===== config.mk =====
export PLATFORM = sky130hd
export DESIGN_NAME = intdiv_unit
export DESIGN_NICKNAME = d
export VERILOG_FILES = /design/src/rtl/intdiv_pkg.sv /design/src/rtl/intdiv_prep.sv /design/src/rtl/intdiv_core.sv /design/src/rtl/intdiv_fix.sv /design/src/rtl/intdiv_unit.sv
export SDC_FILE = /design/constraint.sdc
export NUM_CORES = 2
export LEC_CHECK = 0
export BUFFER_PORTS_ARGS = -buffer_cell sky130_fd_sc_hd__buf_2
export CAP_MARGIN = 40
export CELL_PAD_IN_SITES_DETAIL_PLACEMENT = 1
export CELL_PAD_IN_SITES_GLOBAL_PLACEMENT = 2
export CORE_MARGIN = 5
export CORE_UTILIZATION = 35
export DETAILED_ROUTE_END_ITERATION = 16
export PLACE_DENSITY_LB_ADDON = 0.1
export SYNTH_ARGS = -nofsm -noshare
export SYNTH_HDL_FRONTEND = slang
export SYNTH_SLANG_ARGS = --single-unit
export TNS_END_PERCENT = 1

===== constraint.sdc =====
create_clock -name clk -period 3.6 [get_ports clk]
set_input_delay 0.54 -clock clk [delete_from_list [all_inputs] [get_ports clk]]
set_output_delay 0.54 -clock clk [all_outputs]
set_load 0.01 [all_outputs]

===== src/rtl/intdiv_pkg.sv =====
package intdiv_pkg;

   typedef enum logic [1:0] {
      OP_DIV  = 2'b00,
      OP_DIVU = 2'b01,
      OP_REM  = 2'b10,
      OP_REMU = 2'b11
   } div_op_e;

   typedef enum logic [2:0] {
      ST_IDLE,
      ST_SETUP,
      ST_ITER,
      ST_FIX,
      ST_SPEC
   } div_state_e;

   typedef struct packed {
      logic neg_q;
      logic neg_r;
      logic div0;
      logic ovf;
   } div_flags_t;

endpackage


===== src/rtl/intdiv_prep.sv =====
module intdiv_prep
   import intdiv_pkg::*;
#(
   parameter int XLEN     = 64,
   parameter bit HAS_WORD = 1'b1
) (
   input  logic            uns,
   input  logic            word,
   input  logic [XLEN-1:0] a,
   input  logic [XLEN-1:0] b,
   output logic [XLEN-1:0] mag_a,
   output logic [XLEN-1:0] mag_b,
   output logic [XLEN-1:0] dvd_res,
   output div_flags_t      flags
);
   localparam int HW = XLEN / 2;

   logic [XLEN-1:0] ext_a, ext_b;
   logic            sa, sb, zero_b, min_a, m1_b;

   generate
      if (HAS_WORD) begin : g_word
         always_comb begin
            if (word) begin
               ext_a   = uns ? {{HW{1'b0}}, a[HW-1:0]} : {{HW{a[HW-1]}}, a[HW-1:0]};
               ext_b   = uns ? {{HW{1'b0}}, b[HW-1:0]} : {{HW{b[HW-1]}}, b[HW-1:0]};
               dvd_res = {{HW{a[HW-1]}}, a[HW-1:0]};
               sa      = !uns && a[HW-1];
               sb      = !uns && b[HW-1];
               zero_b  = (b[HW-1:0] == '0);
               min_a   = (a[HW-1:0] == {1'b1, {(HW-1){1'b0}}});
               m1_b    = (b[HW-1:0] == '1);
            end else begin
               ext_a   = a;
               ext_b   = b;
               dvd_res = a;
               sa      = !uns && a[XLEN-1];
               sb      = !uns && b[XLEN-1];
               zero_b  = (b == '0);
               min_a   = (a == {1'b1, {(XLEN-1){1'b0}}});
               m1_b    = (b == '1);
            end
         end
      end else begin : g_full
         logic unused_word;
         assign unused_word = word;
         always_comb begin
            ext_a   = a;
            ext_b   = b;
            dvd_res = a;
            sa      = !uns && a[XLEN-1];
            sb      = !uns && b[XLEN-1];
            zero_b  = (b == '0);
            min_a   = (a == {1'b1, {(XLEN-1){1'b0}}});
            m1_b    = (b == '1);
         end
      end
   endgenerate

   always_comb begin
      mag_a       = sa ? (~ext_a + 1'b1) : ext_a;
      mag_b       = sb ? (~ext_b + 1'b1) : ext_b;
      flags.neg_q = sa ^ sb;
      flags.neg_r = sa;
      flags.div0  = zero_b;
      flags.ovf   = !uns && !zero_b && min_a && m1_b;
   end

endmodule


===== src/rtl/intdiv_core.sv =====
module intdiv_core #(
   parameter int XLEN     = 64,
   parameter bit HAS_WORD = 1'b1
) (
   input  logic            clk,
   input  logic            rst_n,
   input  logic            load,
   input  logic            step,
   input  logic            word,
   input  logic [XLEN-1:0] dvd,
   input  logic [XLEN-1:0] dvs,
   output logic [XLEN-1:0] quo,
   output logic [XLEN-1:0] rem
);
   localparam int HW = XLEN / 2;

   logic [XLEN-1:0] dvs_r;
   logic [XLEN:0]   trial, diff;
   logic            ge;
   logic [XLEN-1:0] start_q;

   generate
      if (HAS_WORD) begin : g_word_load
         assign start_q = word ? {dvd[HW-1:0], {HW{1'b0}}} : dvd;
      end else begin : g_full_load
         logic unused_w;
         assign unused_w = word;
         assign start_q  = dvd;
      end
   endgenerate

   always_comb begin
      trial = {rem, quo[XLEN-1]};
      diff  = trial - {1'b0, dvs_r};
      ge    = !diff[XLEN];
   end

   always_ff @(posedge clk or negedge rst_n) begin
      if (!rst_n) begin
         quo   <= '0;
         rem   <= '0;
         dvs_r <= '0;
      end else if (load) begin
         quo   <= start_q;
         rem   <= '0;
         dvs_r <= dvs;
      end else if (step) begin
         rem <= ge ? diff[XLEN-1:0] : trial[XLEN-1:0];
         quo <= {quo[XLEN-2:0], ge};
      end
   end

   // partial remainder never reaches the divisor after a subtract step
   assert_rem_below_divisor_R2 : assert property (@(posedge clk) disable iff (!rst_n)
      (step && dvs_r != '0) |=> (rem < dvs_r));

endmodule


===== src/rtl/intdiv_fix.sv =====
module intdiv_fix #(
   parameter int XLEN     = 64,
   parameter bit HAS_WORD = 1'b1
) (
   input  logic            word,
   input  logic            neg_q,
   input  logic            neg_r,
   input  logic [XLEN-1:0] quo,
   input  logic [XLEN-1:0] rem,
   output logic [XLEN-1:0] q_out,
   output logic [XLEN-1:0] r_out
);
   localparam int HW = XLEN / 2;

   logic [XLEN-1:0] q_s, r_s;

   always_comb begin
      q_s = neg_q ? (~quo + 1'b1) : quo;
      r_s = neg_r ? (~rem + 1'b1) : rem;
   end

   generate
      if (HAS_WORD) begin : g_word_ext
         assign q_out = word ? {{HW{q_s[HW-1]}}, q_s[HW-1:0]} : q_s;
         assign r_out = word ? {{HW{r_s[HW-1]}}, r_s[HW-1:0]} : r_s;
      end else begin : g_full_out
         logic unused_w;
         assign unused_w = word;
         assign q_out    = q_s;
         assign r_out    = r_s;
      end
   endgenerate

endmodule


===== src/rtl/intdiv_unit.sv =====
module intdiv_unit
   import intdiv_pkg::*;
#(
   parameter int XLEN     = 64,
   parameter bit HAS_WORD = 1'b1,
   parameter bit CACHE_EN = 1'b1
) (
   input  logic            clk,
   input  logic            rst_n,
   input  logic            in_valid,
   output logic            in_ready,
   input  logic [1:0]      in_op,
   input  logic            in_word,
   input  logic [XLEN-1:0] in_a,
   input  logic [XLEN-1:0] in_b,
   output logic            out_done,
   output logic [XLEN-1:0] out_result
);
   localparam int HW = XLEN / 2;
   localparam int CW = $clog2(XLEN + 1);

   generate
      if (XLEN < 8 || (XLEN % 2) != 0) begin : g_bad_xlen
         $error("intdiv_unit: XLEN must be even and at least 8");
      end
   endgenerate

   div_state_e      state;
   logic [CW-1:0]   cnt;
   logic            acc, hit, word_eff;
   logic [XLEN-1:0] p_mag_a, p_mag_b, p_dvd_res;
   div_flags_t      p_flags;

   logic [XLEN-1:0] mag_a_r, mag_b_r, dvd_res_r;
   div_flags_t      flags_r;
   logic            rem_r, word_r;

   logic [XLEN-1:0] k_a, k_b;
   logic            k_uns, k_word;
   logic            c_valid, c_uns, c_word;
   logic [XLEN-1:0] c_a, c_b, c_q, c_r;

   logic [XLEN-1:0] core_q, core_r, fix_q, fix_r, sp_q, sp_r;
   logic            core_load, core_step;

   assign word_eff = HAS_WORD ? in_word : 1'b0;
   assign in_ready = (state == ST_IDLE);
   assign acc      = in_valid && in_ready;

   generate
      if (CACHE_EN) begin : g_cache_hit
         assign hit = c_valid && (c_a == in_a) && (c_b == in_b) &&
                      (c_uns == in_op[0]) && (c_word == word_eff);
      end else begin : g_no_cache
         assign hit = 1'b0;
      end
   endgenerate

   intdiv_prep #(.XLEN(XLEN), .HAS_WORD(HAS_WORD)) prep_i (
      .uns     (in_op[0]),
      .word    (word_eff),
      .a       (in_a),
      .b       (in_b),
      .mag_a   (p_mag_a),
      .mag_b   (p_mag_b),
      .dvd_res (p_dvd_res),
      .flags   (p_flags)
   );

   assign core_load = (state == ST_SETUP);
   assign core_step = (state == ST_ITER);

   intdiv_core #(.XLEN(XLEN), .HAS_WORD(HAS_WORD)) core_i (
      .clk   (clk),
      .rst_n (rst_n),
      .load  (core_load),
      .step  (core_step),
      .word  (word_r),
      .dvd   (mag_a_r),
      .dvs   (mag_b_r),
      .quo   (core_q),
      .rem   (core_r)
   );

   intdiv_fix #(.XLEN(XLEN), .HAS_WORD(HAS_WORD)) fix_i (
      .word  (word_r),
      .neg_q (flags_r.neg_q),
      .neg_r (flags_r.neg_r),
      .quo   (core_q),
      .rem   (core_r),
      .q_out (fix_q),
      .r_out (fix_r)
   );

   always_comb begin
      sp_q = flags_r.div0 ? {XLEN{1'b1}} : dvd_res_r;
      sp_r = flags_r.div0 ? dvd_res_r    : '0;
   end

   always_ff @(posedge clk or negedge rst_n) begin
      if (!rst_n) begin
         state      <= ST_IDLE;
         cnt        <= '0;
         out_done   <= 1'b0;
         out_result <= '0;
         mag_a_r    <= '0;
         mag_b_r    <= '0;
         dvd_res_r  <= '0;
         flags_r    <= '0;
         rem_r      <= 1'b0;
         word_r     <= 1'b0;
         k_a        <= '0;
         k_b        <= '0;
         k_uns      <= 1'b0;
         k_word     <= 1'b0;
         c_valid    <= 1'b0;
         c_a        <= '0;
         c_b        <= '0;
         c_uns      <= 1'b0;
         c_word     <= 1'b0;
         c_q        <= '0;
         c_r        <= '0;
      end else begin
         out_done <= 1'b0;
         unique case (state)
            ST_IDLE: begin
               if (acc) begin
                  mag_a_r   <= p_mag_a;
                  mag_b_r   <= p_mag_b;
                  dvd_res_r <= p_dvd_res;
                  flags_r   <= p_flags;
                  rem_r     <= in_op[1];
                  word_r    <= word_eff;
                  k_a       <= in_a;
                  k_b       <= in_b;
                  k_uns     <= in_op[0];
                  k_word    <= word_eff;
                  if (hit) begin
                     out_done   <= 1'b1;
                     out_result <= in_op[1] ? c_r : c_q;
                  end else if (p_flags.div0 || p_flags.ovf) begin
                     state <= ST_SPEC;
                  end else begin
                     state <= ST_SETUP;
                  end
               end
            end
            ST_SETUP: begin
               cnt   <= word_r ? CW'(HW) : CW'(XLEN);
               state <= ST_ITER;
            end
            ST_ITER: begin
               cnt <= cnt - 1'b1;
               if (cnt == CW'(1)) state <= ST_FIX;
            end
            ST_FIX: begin
               out_done   <= 1'b1;
               out_result <= rem_r ? fix_r : fix_q;
               c_valid    <= 1'b1;
               c_a        <= k_a;
               c_b        <= k_b;
               c_uns      <= k_uns;
               c_word     <= k_word;
               c_q        <= fix_q;
               c_r        <= fix_r;
               state      <= ST_IDLE;
            end
            ST_SPEC: begin
               out_done   <= 1'b1;
               out_result <= rem_r ? sp_r : sp_q;
               c_valid    <= 1'b1;
               c_a        <= k_a;
               c_b        <= k_b;
               c_uns      <= k_uns;
               c_word     <= k_word;
               c_q        <= sp_q;
               c_r        <= sp_r;
               state      <= ST_IDLE;
            end
            default: state <= ST_IDLE;
         endcase
      end
   end

   // a request that misses the store blocks further requests
   assert_busy_after_accept_R1 : assert property (@(posedge clk) disable iff (!rst_n)
      (acc && !hit) |=> !in_ready);

   // done lasts one cycle unless a new request was taken in that cycle
   assert_done_single_R1 : assert property (@(posedge clk) disable iff (!rst_n)
      (out_done && !acc) |=> !out_done);

   // the iteration counter is live whenever a step is applied
   assert_step_count_R8 : assert property (@(posedge clk) disable iff (!rst_n)
      core_step |-> (cnt != '0));

   // word-mode results leave the port sign-extended
   assert_word_sext_R6 : assert property (@(posedge clk) disable iff (!rst_n)
      (out_done && word_r) |-> (out_result[XLEN-1:HW] == {HW{out_result[HW-1]}}));

   // a zero divisor never yields anything but an all-ones quotient
   assert_div0_quotient_R4 : assert property (@(posedge clk) disable iff (!rst_n)
      (out_done && flags_r.div0 && !rem_r) |-> (out_result == {XLEN{1'b1}}));

endmodule


-- Word level (Yosys, flattened, before mapping)
Cells that the tools add are included.
- register bits: 852
- input bits: 134
- add/sub/neg operators: 6
- eq/ne operators: 17
- mux-type cells: 42
- bitwise logic cells: 5
- reductions and logical operators: 26
- operators by type and width (kind ; number):
    $mux W64 ; 24
    $add A64 B1 Y64 const B ; 4
    $not A64 Y64 ; 4
    $pmux W64 S2 ; 2
    $pmux W64 S3 ; 1
    $eq A64 B64 Y1 ; 2
    $eq A64 B64 Y1 const B ; 2
    $sub A65 B64 Y65 ; 1
    $eq A32 B32 Y1 const B ; 2
    $logic_not A64 Y1 ; 1
    $logic_not A32 Y1 ; 1
    $pmux W7 S2 ; 1
    $logic_and A1 B1 Y1 ; 12
    $mux W3 ; 4
    $pmux W3 S3 ; 1
    $eq A7 B1 Y1 const B ; 1
    $mux W1 ; 7
    $mux W7 ; 1
    $sub A7 B1 Y7 const B ; 1
    $eq A3 B2 Y1 const B ; 2
    $reduce_and A3 Y1 ; 2
    $ne A2 B1 Y1 const B ; 2
    $ne A2 B2 Y1 const B ; 2
    $reduce_bool A2 Y1 ; 2
    other kinds (11) ; 14

-- Depth between registers and ports, before layout
- depth in word-level cells: 11
- gate-level depth with buffers: 14

-- By module
Synthesis repeated with hierarchy kept, for this count alone.
- cell total of the unflattened synthesis: 6454
- area total of the unflattened synthesis: 52191.3 um^2
- by module, submodules not included (module ; instances ; cells each ; area each (um^2)):
    intdiv_unit ; 1 ; 3610 ; 31182.4
    intdiv_core ; 1 ; 1517 ; 12698.4
    intdiv_prep ; 1 ; 787 ; 4680.7
    intdiv_fix ; 1 ; 540 ; 3629.7

-- Worst setup path before layout
OpenSTA, ideal clock, no wires.
- path kind: reg2reg
- from: register core_i.quo[63]
- to: register core_i.rem[60]
- arrival: 3289 ps
- required time: 3469 ps
- setup slack: 180 ps
- stages on the path, launching flop included: 15
- path buffers: 1
- period minus slack after synthesis: 3420 ps
- path through: dfrtp_1 > inv_1 > ha_1 > fa_1 > nor2b_1 > o31ai_1 > a21oi_1 > o2bb2ai_1 > o311ai_1 > o21a_1 > o41ai_4 > xor2_4 > buf_4 > mux2i_1 > o21ai_1
- cells in the longest elaborated chain, start to end: 4
- RTL lines (what ; RTL line ; text):
    start, declared ; intdiv_core.sv:12 ; output logic [XLEN-1:0] quo,
    start signal, assigned ; intdiv_core.sv:44 ; quo <= start_q;
    start signal, assigned ; intdiv_core.sv:49 ; quo <= {quo[XLEN-2:0], ge};
    $sub A65 B64 Y65 ; intdiv_core.sv:34 ; diff = trial - {1'b0, dvs_r};
    $mux W64 ; intdiv_core.sv:48 ; rem <= ge ? diff[XLEN-1:0] : trial[XLEN-1:0];
    $mux W64 ; intdiv_core.sv:47 ; end else if (step) begin
    $mux W64 ; intdiv_core.sv:43 ; end else if (load) begin
    end signal, assigned ; intdiv_core.sv:48 ;
    end, declared ; intdiv_core.sv:13 ; output logic [XLEN-1:0] rem
Every way passes these cells. The select of a mux whose other input is x is not followed.
A chain may end at the register's enable or synchronous reset.

-- Final worst setup path
- from: register core_i.rem[11]
- to: register out_result[30]
- cells in the longest elaborated chain, start to end: 6
- RTL lines (what ; RTL line ; text):
    $not A64 Y64 ; intdiv_fix.sv:19 ; r_s = neg_r ? (~rem + 1'b1) : rem;
    $add A64 B1 Y64 ; intdiv_fix.sv:19 ;
    $mux W64 ; intdiv_fix.sv:19 ;
    $mux W64 ; intdiv_fix.sv:25 ; assign r_out = word ? {{HW{r_s[HW-1]}}, r_s[HW-1:0]} : r_s;
    $mux W64 ; intdiv_unit.sv:158 ; out_result <= rem_r ? fix_r : fix_q;
    $pmux W64 S3 ; intdiv_unit.sv:125 ; unique case (state)
    end signal, assigned ; intdiv_unit.sv:140 ; out_result <= in_op[1] ? c_r : c_q;
    end signal, assigned ; intdiv_unit.sv:158 ;
    end signal, assigned ; intdiv_unit.sv:170 ; out_result <= rem_r ? sp_r : sp_q;
    end, declared ; intdiv_unit.sv:17 ; output logic [XLEN-1:0] out_result
Every way passes these cells.

==> flow_metrics.env <==
export IMPL_slew_headroom_pct=31.34
export IMPL_cts_clk_slew_worst_paths_ns=0.06
export IMPL_drcViolationCount=0
export IMPL_die_area_um2=142600
export IMPL_worst_path_buf_inv=2
export IMPL_slew_violations=0
export IMPL_crit_family="simple AND/OR/NAND/NOR gates"
export IMPL_power_share_switching_pct=46.13
export IMPL_fin_crit_sh_pct=98.69
export IMPL_syn_avg_cell_area_um2=8.502
export IMPL_die_h_um=377.6
export IMPL_critPathMostFrequentCell="buf_4"
export IMPL_routedWlPerCell_um=27.81
export IMPL_setup_viol_count_final=0
export IMPL_synth_edf_count=0
export IMPL_yosysWarnings=0
export IMPL_period_needed_ns=3.553
export IMPL_maxCapViolations=0
export IMPL_syn_nets=5769
export IMPL_nNetsFinal=6149
export IMPL_vias=44370
export IMPL_p_int_mw=30.61
export IMPL_final_common_cell="nand2_1"
export IMPL_clock_latency_ns=0.71
export IMPL_ys_flop_type="dfrtp_1"
export IMPL_holdCritStartpoint="in_a[33]"
export IMPL_cp_start_kind="flop"
export IMPL_rsz0062_at_grt="true"
export IMPL_peakVddDrop_v=0.0004643
export IMPL_grt_first_pass_wirelength_um=315400
export IMPL_max_freq_mhz=281.5
export IMPL_final_cell_mix="nand2_1 (1229), dfrtp_1 (813), o21ai_0 (635)"
export IMPL_p_comb_share_pct=52.0
export IMPL_cts_tree="yes"
export IMPL_tightest_slew_ns=1.030
export IMPL_io_pins=200
export IMPL_cts_buffers=100
export IMPL_power_switching_mw=26.21
export IMPL_place_hpwl_um=163700
export IMPL_critPathKind="flop to flop"
export IMPL_antenna_found_initial=10
export IMPL_worstPathRequired_ns=4.24
export IMPL_leakagePower_nw=25.61
export IMPL_wirelength_um=216800
export IMPL_core_area_um2=134000
export IMPL_arrival_ns=4.20
export IMPL_cts_root_buf="clkbuf_16"
export IMPL_fin_skew_ns=0.02561
export IMPL_synth_seq_cells=818
export IMPL_synth_cell_types=90
export IMPL_slowest_delay_ns=0.63
export IMPL_hold_violations=0
export IMPL_yosysSeqAreaShare_pct=43.28
export IMPL_clk_path_buf_depth=3
export IMPL_syn_to_final_growth_pct=19.60
export IMPL_p_clk_share_pct=18.3
export IMPL_drive_above_1_share_pct=15.82
export IMPL_fp_dieW_um=377.6
export IMPL_place_gp_congestion=0.9501
export IMPL_port_buffers=199
export IMPL_async_flop_share_pct=100.0
export IMPL_finalNonFillerCells=7795
export IMPL_via_per_inst=5.692
export IMPL_power_density_nw_per_um2=1004
export IMPL_whs_path_depth=3
export IMPL_endpoint_kind="flop"
export IMPL_grt_pass1_vias=44870
export IMPL_pwr_share_seq_pct=29.7
export IMPL_antenna_left=0
export IMPL_ctsHtreeMaxLevel=3
export IMPL_grt_overflow=0
export IMPL_hold_path_end="k_a[33]$_DFFE_PN0P_"
export IMPL_synth_top_cell_by_area="dfrtp_1"
export IMPL_cts_sinks=818
export IMPL_grt_max_degree=172
export IMPL_path_cells="or3_1 > or4b_1 > nor3_2 > buf_4 > nand2_1 > buf_4 > o41ai_1 > xnor2_1 > a21oi_1 > o21ai_0 > mux2_2"
export IMPL_drtIter0Drc=3597
export IMPL_status="finished clean"
export IMPL_rr_startpoint="core_i.rem[11]$_DFFE_PN0P_"
export IMPL_whs_ns=0.1351
export IMPL_finalPower_mw=56.81
export IMPL_hold_path_class="primary input to flop"
export IMPL_reg2reg_slack_ns=0.05
export IMPL_grt_total_usage_pct=29.79
export IMPL_initial_core_util_pct=35.31
export IMPL_syn_cell_area_um2=47300
export IMPL_r2r_end="out_result[30]$_DFFE_PN0P_"
export IMPL_synthTopCellsByArea="dfrtp_1 (43%), nand2_1 (9.8%), o21ai_0 (6.7%), xnor2_1 (4.1%), mux2i_1 (3.6%)"
export IMPL_cp_slowest_cell="or4b_1"
export IMPL_dp_cells=7607
export IMPL_syn_instance_count=5563
export IMPL_r2r_cells=11
export IMPL_crit_path_max_fanout=6
export IMPL_rows=134
export IMPL_synth_top_area_share_pct=43.28
export IMPL_first_pass_iters=5
power by group through the flow:
stage	clock, mW	combinational, mW	sequential [mW]
floorplan	0	17.4	15.5
global placement	0	28.5	16.7
detailed placement	0	29.0	16.9
CTS	10.6	29.2	16.8
global route	11.0	32.0	17.2
finish	10.4	29.5	16.9
synthesized netlist by cell type (all sizes together) (22+ instances only):
master / number
a21o: 41
or3: 89
nand3: 46
ha: 71
inv: 203
a22oi: 92
a21oi: 191
xor2: 132
a31oi: 56
a211oi: 29
buf: 57
nand2: 1234
nor4: 46
nor3: 69
o21ai: 712
mux2i: 168
dfrtp: 818
o41ai: 31
maj3: 61
o22ai: 42
a221o: 42
mux2: 24
o211ai: 93
xnor2: 223
or4: 22
nor2: 238
nand4: 61
clkbuf: 340
o31ai: 60
cells by family (layout without fill, tap and decap cells):
group / after synthesis / in the layout / synth area share (%)
and+or+nand+nor: 1911 / 1911 / 17.51
AOI/OAI and AO/OA: 1551 / 1551 / 20.35
DFF: 818 / 818 / 43.28
buffers and inverters: 603 / 1064 / 4.904
xor gates and xnor gates: 355 / 355 / 6.613
muxes: 192 / 192 / 4.127
adders and majority gates: 133 / 133 / 3.211
other: 0 / 3 / 0
per-stage QoR:
stage / setup TNS [ns] / cell area [um^2] / util (%) / worst slack (ns)
3_3_place_gp: -0.2635 / 52930 / 39.51 / -0.1415
5_1_grt: -0.3626 / 56560 / 42.22 / -0.03926
4_1_cts: -0.02191 / 56380 / 42.09 / -0.01258
2_1_floorplan: 0 / 47300 / - / 0.1798
3_5_place_dp: -2.622 / 53010 / 39.57 / -0.2094
6_report: 0 / 56570 / 42.23 / 0.04726
what timing repair did:
action / in CTS / in global routing
pin swaps: 2 / 12
setup endpoints to repair: 59 / 82
buffers inserted: 0 / 1
resized for setup: 5 / 43
hold endpoints to repair: 22 / 0
hold buffers: 1 / 0
worst max path at each step:
stage / from / endpoint / slack (ns) / cells past startpoint
2_1_floorplan: core_i.quo[63]$_DFFE_PN0P_ / core_i.rem[60]$_DFFE_PN0P_ / 0.18 / 14
3_3_place_gp: in_b[17] / mag_b_r[50]$_DFFE_PN0P_ / -0.14 / 12
3_5_place_dp: core_i.quo[63]$_DFFE_PN0P_ / core_i.quo[0]$_DFFE_PN0P_ / -0.21 / 14
4_1_cts: core_i.rem[18]$_DFFE_PN0P_ / out_result[42]$_DFFE_PN0P_ / -0.01 / 12
6_report: core_i.rem[11]$_DFFE_PN0P_ / out_result[30]$_DFFE_PN0P_ / 0.05 / 11
5_1_grt: core_i.rem[16]$_DFFE_PN0P_ / core_i.rem[1]$_DFFE_PN0P_ / -0.04 / 14
worst register-to-register path, delay by kind of cell, from the launching register on:
kind | cells | cell delay, ns
mux | 1 | 0.25
compound gates | 3 | 0.86
buf+inv | 2 | 0.35
simple gates | 4 | 1.37
flops | 1 | 0.46
xor+xnor | 1 | 0.21
layout make-up:
| cell class | instances | area [um^2] |
|---|---|---|
| clock inverter | 37 | 331.6 |
| clock buffer | 146 | 3009 |
| timing repair buffer | 675 | 4975 |
| antenna | 3 | 7.507 |
| tap | 1768 | 2212 |
| sequential | 818 | 20480 |
| multi-input combinational | 4142 | 24780 |
| fill | 15660 | 77390 |
| inverter | 206 | 773.2 |
registers in the layout, summed over array words and instances, names as in the netlist, 3 cells and up:
register,flops
core_i.dvs_r,64
out_result,64
flags_r,3
cnt,7
c_a,64
mag_b_r,64
mag_a_r,64
c_r,64
k_b,63
core_i.quo,64
c_b,64
c_q,64
k_a,32
core_i.rem,64
dvd_res_r,63
state,3
routing by layer:
metal | vias to the layer above | part of all wire, % | GRT usage (%)
li1 | 20270 | - | -
met4 | 0 | 4.5 | 12.28
met2 | 1228 | 44 | 45.31
met5 | - | 0 | 0
met3 | 276 | 4.8 | 3.558
met1 | 22590 | 47 | 43.05
No activity file was read; power rests on OpenSTA's default activity.
